===== config.mk =====
export PLATFORM = sky130hd
export DESIGN_NAME = sar_seq_ctrl
export DESIGN_NICKNAME = d
export VERILOG_FILES = /design/src/rtl/sar_seq_pkg.sv /design/src/rtl/sar_rst_sync.sv /design/src/rtl/sar_phase_fsm.sv /design/src/rtl/sar_bit_pointer.sv /design/src/rtl/sar_trial_reg.sv /design/src/rtl/sar_seq_ctrl.sv
export SDC_FILE = /design/constraint.sdc
export NUM_CORES = 1
export LEC_CHECK = 0
export ABC_AREA = 0
export CAP_MARGIN = 20
export CORE_MARGIN = 2
export CORE_UTILIZATION = 46
export CTS_BUF_LIST = sky130_fd_sc_hd__clkbuf_4
export CTS_CLUSTER_SIZE = 10
export DETAILED_ROUTE_END_ITERATION = 8
export GPL_TIMING_DRIVEN = 0
export PLACE_DENSITY_LB_ADDON = 0.05
export RECOVER_POWER = 25
export SLEW_MARGIN = 20
export SYNTH_ARGS = -nofsm -noshare
export SYNTH_HDL_FRONTEND = slang
export SYNTH_SLANG_ARGS = --single-unit

===== constraint.sdc =====
create_clock -name clk_i -period 1.76 [get_ports clk_i]
set_input_delay 0.352 -clock clk_i [delete_from_list [all_inputs] [get_ports clk_i]]
set_output_delay 0.352 -clock clk_i [all_outputs]
set_load 0.01 [all_outputs]

===== src/rtl/sar_seq_pkg.sv =====
package sar_seq_pkg;
  typedef enum logic [1:0] {
    PH_IDLE   = 2'd0,
    PH_SETTLE = 2'd1,
    PH_DECIDE = 2'd2
  } sar_phase_e;
endpackage


===== src/rtl/sar_rst_sync.sv =====
module sar_rst_sync #(
  parameter int STAGES = 2
) (
  input  logic clk_i,
  input  logic rst_ni,
  output logic rst_no
);
  logic [STAGES-1:0] sync_q;
  logic [STAGES-1:0] sync_d;

  always_comb begin
    sync_d = {sync_q[STAGES-2:0], 1'b1};
  end

  always_ff @(posedge clk_i or negedge rst_ni) begin
    if (!rst_ni) sync_q <= '0;
    else         sync_q <= sync_d;
  end

  assign rst_no = sync_q[STAGES-1];
endmodule


===== src/rtl/sar_phase_fsm.sv =====
module sar_phase_fsm
  import sar_seq_pkg::*;
(
  input  logic clk_i,
  input  logic rst_ni,
  input  logic start_i,
  input  logic last_bit_i,
  output logic load_o,
  output logic decide_o,
  output logic finish_o,
  output logic busy_o,
  output logic done_o
);
  sar_phase_e state_q, state_d;
  logic       done_q, done_d;

  always_comb begin
    state_d = state_q;
    unique case (state_q)
      PH_IDLE:   if (start_i) state_d = PH_SETTLE;
      PH_SETTLE: state_d = PH_DECIDE;
      PH_DECIDE: state_d = last_bit_i ? PH_IDLE : PH_SETTLE;
      default:   state_d = PH_IDLE;
    endcase
  end

  assign load_o   = (state_q == PH_IDLE) && start_i;
  assign decide_o = (state_q == PH_DECIDE);
  assign finish_o = decide_o && last_bit_i;
  assign busy_o   = (state_q != PH_IDLE);
  assign done_d   = finish_o;

  always_ff @(posedge clk_i or negedge rst_ni) begin
    if (!rst_ni) begin
      state_q <= PH_IDLE;
      done_q  <= 1'b0;
    end else begin
      state_q <= state_d;
      done_q  <= done_d;
    end
  end

  assign done_o = done_q;


  done_pulse_chk: assert property (@(posedge clk_i) disable iff (!rst_ni)
    done_o |=> !done_o);


  done_idle_chk: assert property (@(posedge clk_i) disable iff (!rst_ni)
    done_o |-> !busy_o);


  start_ignored_chk: assert property (@(posedge clk_i) disable iff (!rst_ni)
    (busy_o && start_i && !finish_o) |=> busy_o);
endmodule


===== src/rtl/sar_bit_pointer.sv =====
module sar_bit_pointer #(
  parameter int WIDTH = 8
) (
  input  logic             clk_i,
  input  logic             rst_ni,
  input  logic             load_i,
  input  logic             shift_i,
  input  logic             busy_i,
  output logic [WIDTH-1:0] ptr_o,
  output logic             last_o
);
  localparam logic [WIDTH-1:0] TopBit = {1'b1, {(WIDTH-1){1'b0}}};

  logic [WIDTH-1:0] ptr_q, ptr_d;
  logic             ptr_en;

  assign ptr_en = load_i || shift_i;

  always_comb begin
    ptr_d = ptr_q;
    if (load_i)       ptr_d = TopBit;
    else if (shift_i) ptr_d = ptr_q >> 1;
  end

  always_ff @(posedge clk_i or negedge rst_ni) begin
    if (!rst_ni)     ptr_q <= '0;
    else if (ptr_en) ptr_q <= ptr_d;
  end

  assign ptr_o  = ptr_q;
  assign last_o = ptr_q[0];


  ptr_onehot_chk: assert property (@(posedge clk_i) disable iff (!rst_ni)
    busy_i |-> $onehot(ptr_q));


  ptr_start_chk: assert property (@(posedge clk_i) disable iff (!rst_ni)
    load_i |=> ptr_q[WIDTH-1]);
endmodule


===== src/rtl/sar_trial_reg.sv =====
module sar_trial_reg #(
  parameter int WIDTH = 8
) (
  input  logic             clk_i,
  input  logic             rst_ni,
  input  logic             load_i,
  input  logic             decide_i,
  input  logic             cmp_hi_i,
  input  logic [WIDTH-1:0] ptr_i,
  input  logic             last_i,
  output logic [WIDTH-1:0] data_o,
  output logic [WIDTH-1:0] data_next_o
);
  localparam logic [WIDTH-1:0] TopBit = {1'b1, {(WIDTH-1){1'b0}}};

  logic [WIDTH-1:0] data_q, data_d;
  logic [WIDTH-1:0] kept, next_trial;
  logic             data_en;

  assign data_en = load_i || decide_i;

  always_comb begin
    kept       = cmp_hi_i ? (data_q & ~ptr_i) : data_q;
    next_trial = last_i ? '0 : (ptr_i >> 1);
    data_d     = data_q;
    if (load_i)        data_d = TopBit;
    else if (decide_i) data_d = kept | next_trial;
  end

  always_ff @(posedge clk_i or negedge rst_ni) begin
    if (!rst_ni)      data_q <= '0;
    else if (data_en) data_q <= data_d;
  end

  assign data_o      = data_q;
  assign data_next_o = kept;


  trial_hold_chk: assert property (@(posedge clk_i) disable iff (!rst_ni)
    decide_i |-> $stable(data_q));


  trial_clear_chk: assert property (@(posedge clk_i) disable iff (!rst_ni)
    (decide_i && cmp_hi_i) |=> ((data_q & $past(ptr_i)) == '0));


  trial_keep_chk: assert property (@(posedge clk_i) disable iff (!rst_ni)
    (decide_i && !cmp_hi_i) |=> ((data_q & $past(ptr_i)) != '0));
endmodule


===== src/rtl/sar_seq_ctrl.sv =====
module sar_seq_ctrl #(
  parameter int WIDTH     = 8,
  parameter int SYNC_FLOPS = 2
) (
  input  logic             clk_i,
  input  logic             rst_ni,
  input  logic             start_i,
  input  logic             cmp_hi_i,
  output logic [WIDTH-1:0] dac_code_o,
  output logic [WIDTH-1:0] result_o,
  output logic             busy_o,
  output logic             done_o
);
  localparam logic [WIDTH-1:0] TopBit = {1'b1, {(WIDTH-1){1'b0}}};

  logic             rst_n;
  logic             load, decide, finish, last_bit, shift;
  logic [WIDTH-1:0] ptr, data_next;
  logic [WIDTH-1:0] result_q, result_d;

  sar_rst_sync #(.STAGES(SYNC_FLOPS)) u_rst_sync (
    .clk_i (clk_i),
    .rst_ni(rst_ni),
    .rst_no(rst_n)
  );

  sar_phase_fsm u_fsm (
    .clk_i     (clk_i),
    .rst_ni    (rst_n),
    .start_i   (start_i),
    .last_bit_i(last_bit),
    .load_o    (load),
    .decide_o  (decide),
    .finish_o  (finish),
    .busy_o    (busy_o),
    .done_o    (done_o)
  );

  assign shift = decide && !last_bit;

  sar_bit_pointer #(.WIDTH(WIDTH)) u_ptr (
    .clk_i  (clk_i),
    .rst_ni (rst_n),
    .load_i (load),
    .shift_i(shift),
    .busy_i (busy_o),
    .ptr_o  (ptr),
    .last_o (last_bit)
  );

  sar_trial_reg #(.WIDTH(WIDTH)) u_trial (
    .clk_i      (clk_i),
    .rst_ni     (rst_n),
    .load_i     (load),
    .decide_i   (decide),
    .cmp_hi_i   (cmp_hi_i),
    .ptr_i      (ptr),
    .last_i     (last_bit),
    .data_o     (dac_code_o),
    .data_next_o(data_next)
  );

  always_comb begin
    result_d = result_q;
    if (finish) result_d = data_next;
  end

  always_ff @(posedge clk_i or negedge rst_n) begin
    if (!rst_n)      result_q <= '0;
    else if (finish) result_q <= result_d;
  end

  assign result_o = result_q;


  start_load_chk: assert property (@(posedge clk_i) disable iff (!rst_n)
    (!busy_o && start_i) |=> (busy_o && dac_code_o == TopBit));


  result_hold_chk: assert property (@(posedge clk_i) disable iff (!rst_n)
    !done_o |-> $stable(result_o));


  result_match_chk: assert property (@(posedge clk_i) disable iff (!rst_n)
    done_o |-> (result_o == (dac_code_o & result_o)));
endmodule


==> summary.txt, run 1 <==
Timing
  • Period utilisation layout: 92.9%
  • Fin crit period: 1640 ps
  • FMAX: between 600 and 700 MHz
  • Slew HR: 28.9%
  • Final Hold Viols: 0
  • Slew Viols, Final: 0
  • Worst Skew: roughly 6.2 ps
  • Final setup viols: 0
  • Worst Max-Slew Pin Slew: around 1100 ps
  • Setup repair after global routing missed its margin: false

Yosys
  • Top cells by instance count after synthesis: 41 x nand2_1, 29 x dfrtp_1, 17 x nand3_1
  • Main combinational cell family by area after synthesis: simple AND/OR/NAND/NOR gates
  • Dominant cell type by area after synthesis: dfrtp_1
  • Post-Synth Simple-Gate Area: between 20% and 30%
  • Yosys Warn Count: 0
  • Dominant synthesized flop cell: dfrtp_1
  • Yosys cell types: 21
  • Fraction of the mapped netlist area in compound gates: between 10% and 20%
  • FF+latch count, synth: 29
  • Post-synthesis adder-cell area fraction: 0%
  • Synthesized area: about 1200 um2
  • Net Count, Synth: around 140
  • Post-synth EDFFs: 0
  • XOR/XNOR Fraction of Synth Area: 0%
  • Ys async rst share: between 90% and 100%
  • Sequential area share after synthesis: about three fifths
  • Top-area cell type share of the netlist area: a little under 60%
  • Synth Instances: 134
  • Synth Area per Inst: approximately 9.1 um2
  • Mux cell area share after synthesis: 0%
  • Most common cell in the synthesized netlist: nand2_1
  • Largest cells by area after synthesis: dfrtp_1 60%, nand2_1 13%, nand3_1 7.0%

Detailed routing
  • DRT Wirelength: roughly 2.4 mm
  • First drt pass iteration count: 4
  • 1st-iter DRT viols: 26
  • Drt drc: 0
  • Routed wire per std cell: 12.4 um
  • DRT antenna net count: 0
  • DR vias/cell: between 5 and 6
  • Routed vias: 1005

Status
  • Outcome: completed

Global routing
  • Met1 usage: roughly a quarter
  • Met2 usage: a little over a quarter
  • Largest net degree at the start of global routing: 28
  • Vias in the first global route: roughly 960
  • First-pass GRT wire length: between 4 and 5 mm
  • Total gr overflow: 0
  • Initial antenna violation count: 0
  • GRT Total Usage: between 10% and 20%
  • Top Usage Layer GRT: met2
  • Met3 Track Usage GR: roughly 7%

Die
  • Chip height: approximately 55 um
  • I/O pin total: 22
  • Die W: 55.5 um
  • Core ar.: about 2500 um2
  • Initial Util: 48.7%
  • FP Rows: 18
  • DIE AREA: 3080 um2

Cells and area
  • Proportion of layout cells with a drive suffix above 1: a little over a tenth
  • Layout area overhead: 25.6%
  • Area of the multi-input gates: 447 um2
  • Filler cell count: ~240
  • Register area: approximately 730 um2
  • Ant. Diodes: 0
  • Final #Nets: approximately 170
  • Finished Cell Area: 1530 um2

Power
  • Internal power: about 1500 uW
  • Maximum VDD drop: between 0.8 and 0.9 mV
  • Clk pwr share: 17.4%
  • Final Total Pwr: ~2400 uW
  • Power density cells: about 1500 nW/um2
  • Comb power frac: just under 40%
  • Switching Power: a little over 800 uW
  • Sw frac: around a third
  • Seq pwr share: 44.0%
  • P_leak: about 0.00070 uW

CTS
  • CTS tree: done
  • Root buf cell: clkbuf_4
  • Clock-pin transition on the worst setup and hold timing paths: 80 ps
  • CTS buffer count: 5
  • Hold_buf cts: 0
  • Clock buffer depth: 2
  • Sink Count: 29
  • H-tree lvl count: 2
  • Worst-skew pair later-pin latency: between 300 and 400 ps

Placed design
  • Placed inst area: about 1500 um2
  • Routability cong.: around 0.75
  • Number of I/O port buffers: 21
  • Post-DP HPWL: between 1.5 and 2 mm

Setup path
  • Setup CP Type: flip-flop to primary output
  • Worst path required time: roughly 1400 ps
  • Setup crit start kind: flip-flop
  • Crit path max fanout: 10
  • Setup crit end kind: primary output
  • Arrival time worst endpoint: ~1300 ps

Run
  • Max Cap Violations: 0

Hold path
  • HP Class: input port to asynchronous set/reset pin
state kept, by name (all words and copies together), names as in the netlist:
| signal | cells |
|---|---|
| u_fsm.done_o | 1 |
| u_trial.data_o | 8 |
| u_ptr.ptr_o | 8 |
| u_fsm.state_q | 2 |
| result_o | 8 |
| u_rst_sync.sync_q | 2 |
metal layers:
layer,routed length [um],part of all wire (%)
met1,1190,50
met2,1060,44
met3,94,3.9
met4,46,1.9
met5,0,0
layout by cell type (no fill, tap or decap):
cell type / n
dfrtp_1: 29
nand2_1: 41
nand3_1: 17
o21ai_1: 1
a32oi_1: 1
o21ai_2: 1
nor3b_2: 1
o21ai_0: 11
clkbuf_4: 8
a21oi_1: 10
inv_1: 4
nand2b_1: 3
a21o_1: 1
or3b_1: 1
buf_6: 1
buf_4: 2
clkbuf_2: 2
buf_2: 1
nor2_1: 4
nand3b_1: 1
clkbuf_1: 1
conb_1: 1
or2_2: 1
clkdlybuf4s50_1: 19
dlygate4sd3_1: 1
metrics by stage:
| stage | worst slack (ps) | hold WS (ps) | util [%] | TNS, ps | std cells |
|---|---|---|---|---|---|
| after floorplan | 443 | 56.4 | - | 0 | 134 |
| after global placement | -58.1 | 340 | 58.7 | -58.1 | 185 |
| after detailed placement | -51.6 | 355 | 58.7 | -51.6 | 185 |
| after CTS | 2.99 | 170 | 61.4 | 0 | 193 |
| after global routing | 60.8 | 234 | 61.2 | 0 | 193 |
| final | 125 | 259 | 61.2 | 0 | 193 |
path summary, 6_finish.rpt:
path | slack (ps) | cells past startpoint | endpoint | start
worst max-delay path | 130 | 3 | busy_o | u_fsm.state_q[0]$_DFFE_PN0P_
worst min-delay path | 260 | 1 | u_rst_sync.sync_q[1]$_DFF_PN0_ | rst_ni
worst max register to register | 390 | 5 | result_o[7]$_DFFE_PN0P_ | u_fsm.state_q[0]$_DFFE_PN0P_
worst min register to register | 370 | 0 | u_rst_sync.sync_q[1]$_DFF_PN0_ | u_rst_sync.sync_q[0]$_DFF_PN0_
max in group asynchronous | 670 | 0 | result_o[1]$_DFFE_PN0P_ | u_rst_sync.sync_q[1]$_DFF_PN0_
min in group clk_i | 370 | 0 | u_rst_sync.sync_q[1]$_DFF_PN0_ | u_rst_sync.sync_q[0]$_DFF_PN0_
cell type report:
class	count	share of cell area [%]
tap	30	2.45
inverter	4	0.981
timing repair buffer	22	13.9
buffer	5	2.13
multi-input combinational	95	29.2
sequential	29	47.4
clock buffer	8	3.92
logic make-up after synthesis:
logic type	count (synthesis)
buf+inv	10
simple gates	69
other cells	1
flops	29
compound gates	25
critical path: stages (launching register included):
cell and delay, ps:
dfrtp_1 390, buf_4 170, or2_2 280, clkbuf_2 130
timing repair:
| action | in CTS | in global routing |
|---|---|---|
| setup endpoints to repair | 1 | 1 |
| setup buffers | 1 | 0 |
| gates resized for setup | 4 | 1 |
power by group through the flow:
| stage | Sequential (uW) | Combinational [uW] | Clock [uW] |
|---|---|---|---|
| after CTS | 1040 | 923 | 430 |
| after detailed placement | 1060 | 903 | 0 |
| after floorplan | 1100 | 425 | 0 |
| after global routing | 1070 | 1010 | 475 |
| final | 1040 | 910 | 410 |
| after global placement | 1050 | 891 | 0 |
Power figures use the tool's default switching activity.
==> run 2, diff against run 1 <==
CELL_PAD_IN_SITES_DETAIL_PLACEMENT = 0   (was not set)
CELL_PAD_IN_SITES_GLOBAL_PLACEMENT = 2   (was not set)
CORE_UTILIZATION = 29   (was 46)
clock period = 1.45 ns   (was 1.76 ns; I/O delays follow)
==> run 2 against run 1 <==
Compared with the run above:
- the flow now finishes with violations (setup timing)
- register-to-register slack worse by 300 ps
- first-iteration DRC count up 62%
- via count down 0.50%
- global-route usage down 3.4 points
- total power up 23%
- sequential power up 19%
- clock skew up 2.9 ps
- count of clock-buffer cells in the layout down 3
- cell count up 15%
- sequential share of layout area down 2.8 points
- highest routed layer unchanged
==> summary.txt, run 2 (synthesis results as in run 1) <==
Status
  • Outcome: finished, violations left
  • Failing checks: setup timing

Timing
  • Fin crit period: between 1000 and 1500 ps
  • Setup repair after global routing missed its margin: true
  • FMAX: 678 MHz
  • Final Hold Viols: 0 (unchanged)
  • Final setup viols: 1 (+1)
  • Worst Max-Slew Pin Slew: 613 ps (-453 ps)
  • Slew HR: 59.1% (+30 points)
  • Final worst slack: -24.9 ps (-150 ps)
  • Slew Viols, Final: 0 (unchanged)
  • Worst Skew: 9.15 ps (+2.91 ps)
  • Period utilisation layout: 102%
  • Setup TNS Final: -24.9 ps (-24.9 ps)

CTS
  • CTS buffer count: 5 (unchanged)
  • Clock-pin transition on the worst setup and hold timing paths: 80 ps (about the same)
  • H-tree lvl count: 2 (unchanged)
  • Clock buffer depth: 2 (unchanged)
  • Worst-skew pair later-pin latency: 320 ps (about the same)
  • Root buf cell: clkbuf_4
  • CTS tree: done
  • Sink Count: 29 (unchanged)

Die
  • Die W: 68.8 um (+24%)
  • Chip height: 68.8 um (+24%)
  • FP Rows: 23 (+5)
  • DIE AREA: 4740 um2 (+54%)
  • Core ar.: 4030 um2 (+61%)
  • Initial Util: 30.2% (-19 points)
  • I/O pin total: 22 (unchanged)

Power
  • Final Total Pwr: 2900 uW (+23%)
  • Maximum VDD drop: 0.760 mV (-11%)
  • Sw frac: 36.6% (+1.8 points)
  • Internal power: 1840 uW (+19%)
  • Clk pwr share: 15.4% (-2.0 points)
  • Comb power frac: 41.8% (+3.2 points)
  • Switching Power: 1060 uW (+29%)
  • P_leak: 0.000782 uW (+12%)
  • Power density cells: 1780 nW/um2 (+15%)
  • Seq pwr share: 42.8% (-1.2 points)

Detailed routing
  • First drt pass iteration count: 4 (unchanged)
  • Routed wire per std cell: 12.7 um (+2.7%)
  • DRT antenna net count: 0 (unchanged)
  • Routed vias: 1000 (-0.50%)
  • 1st-iter DRT viols: 42 (+62%)
  • DR vias/cell: 4.50 (-13%)
  • DRT Wirelength: 2.82 mm (+18%)
  • Drt drc: 0 (unchanged)

Cells and area
  • Final core utilization: 40.4% (-21 points)
  • Final #Nets: 175 (+5.4%)
  • Layout area overhead: 33.6%
  • Proportion of layout cells with a drive suffix above 1: 15.7% (+5.3 points)
  • Ant. Diodes: 0 (unchanged)
  • Finished Cell Area: 1630 um2 (+6.4%)
  • Final Instance Count excl. Fillers: 222 (+15%)
  • Filler cell count: 446 (+87%)
  • Most frequent cells in the layout: 41 x nand2_1, 28 x dfrtp_1, 17 x nand3_1, 17 x dlygate4sd2_1, 11 x o21ai_0
  • Commonest non-fill, non-tap cell in the layout: nand2_1

Global routing
  • Initial antenna violation count: 0 (unchanged)
  • First-pass GRT wire length: 4.89 mm (+14%)
  • GRT Total Usage: 14.7% (-3.4 points)
  • Largest net degree at the start of global routing: 28 (unchanged)
  • Total gr overflow: 0 (unchanged)
  • Vias in the first global route: 1043 (+8.3%)

Placed design
  • Number of I/O port buffers: 21 (unchanged)
  • Post-DP HPWL: 1.97 mm (+16%)
  • Placed inst area: 1490 um2 (+1.8%)
  • Routability cong.: 0.725 (-3.2%)
  • Placed Cells: 205 (+11%)

Setup path
  • Most used cell, CP: buf_6
  • Critical-path top delay cell: dfrtp_1
  • Crit. Startpoint: u_fsm.state_q[0]$_DFFE_PN0P_
  • Cells along the critical path: buf_6, or2_4, buf_6
  • Setup CP Type: flip-flop to primary output
  • Crit-path max cell delay: 400 ps (about the same)
  • Setup crit end kind: primary output
  • Arrival time worst endpoint: 1180 ps (-100 ps)
  • Worst path required time: 1160 ps (-250 ps)
  • R2r startpoint: u_fsm.state_q[1]$_DFFE_PN0P_
  • Crit path max fanout: 5 (-5)
  • Setup crit start kind: flip-flop

Hold path
  • HP Class: input port to asynchronous set/reset pin

Run
  • Max Cap Violations: 0 (unchanged)
[run 2: path summary, 6_finish.rpt]
path,depth (start not counted),slack (ps),end
worst max-delay path,3,-20,busy_o
worst min-delay path,1,190,u_rst_sync.sync_q[0]$_DFF_PN0_
worst max register to register,4,90,u_ptr.ptr_o[7]$_DFFE_PN0P_
worst min register to register,0,280,u_trial.data_o[5]$_DFFE_PN0P_
max in group asynchronous,0,770,result_o[1]$_DFFE_PN0P_
min in group clk_i,0,360,u_rst_sync.sync_q[1]$_DFF_PN0_
[run 2: power by group through the flow]
stage               Clock [uW]  Combinational [uW]  Sequential (uW)
CTS                        485                1180             1240
floorplan                    0                 515             1330
finish                     446                1210             1240
global route               521                1390             1280
global placement             0                1120             1280
detailed placement           0                1120             1290
[run 2: critical path: cells and delay by family (launching register included)]
family,cells,cell delay [ps]
flip-flops,1,400
buffers and inverters,2,250
AND/OR/NAND/NOR,1,220
[run 2: per-layer routing]
| metal | up-vias | global-route usage (%) | wire, um |
|---|---|---|---|
| li1 | 519 | - | - |
| met2 | 20 | 23.9 | 1290 |
| met4 | 0 | 6.62 | 55 |
| met3 | 5 | 4.87 | 124 |
| met5 | - | 0 | 0 |
| met1 | 456 | 17.6 | 1350 |
[run 2: repair_timing]
| action | CTS | global route |
|---|---|---|
| pin swaps | 0 | 0 |
| buffers inserted | 6 | 5 |
| endpoints found under the setup margin | 18 | 18 |
| hold endpoints to repair | 0 | 0 |
| hold buffers | 0 | 0 |
| gates resized for setup | 28 | 6 |
[run 2: area by class of cell]
type,count,area [um2],area share [%]
Sequential cell,29,727,44.7
Clock inverter,3,12.5,0.769
Clock buffer,5,37.5,2.31
Tap cell,50,62.6,3.84
Multi-Input combinational cell,95,458,28.1
Buffer,4,38.8,2.38
Timing Repair Buffer,32,277,17.0
Inverter,4,15.0,0.922
[run 2: metrics by stage]
stage | setup WS [ps] | hold WS (ps)
5_1_grt | -82.2 | 165
3_3_place_gp | -323 | 339
6_report | -24.9 | 190
3_5_place_dp | -321 | 313
2_1_floorplan | 195 | -5.59
4_1_cts | -76.2 | 106
==> run 3, diff against run 2 <==
CAP_MARGIN = not set   (was 20)
==> results of run 3 <==
Final layout, timing and power as in run 2 (identical DEF).
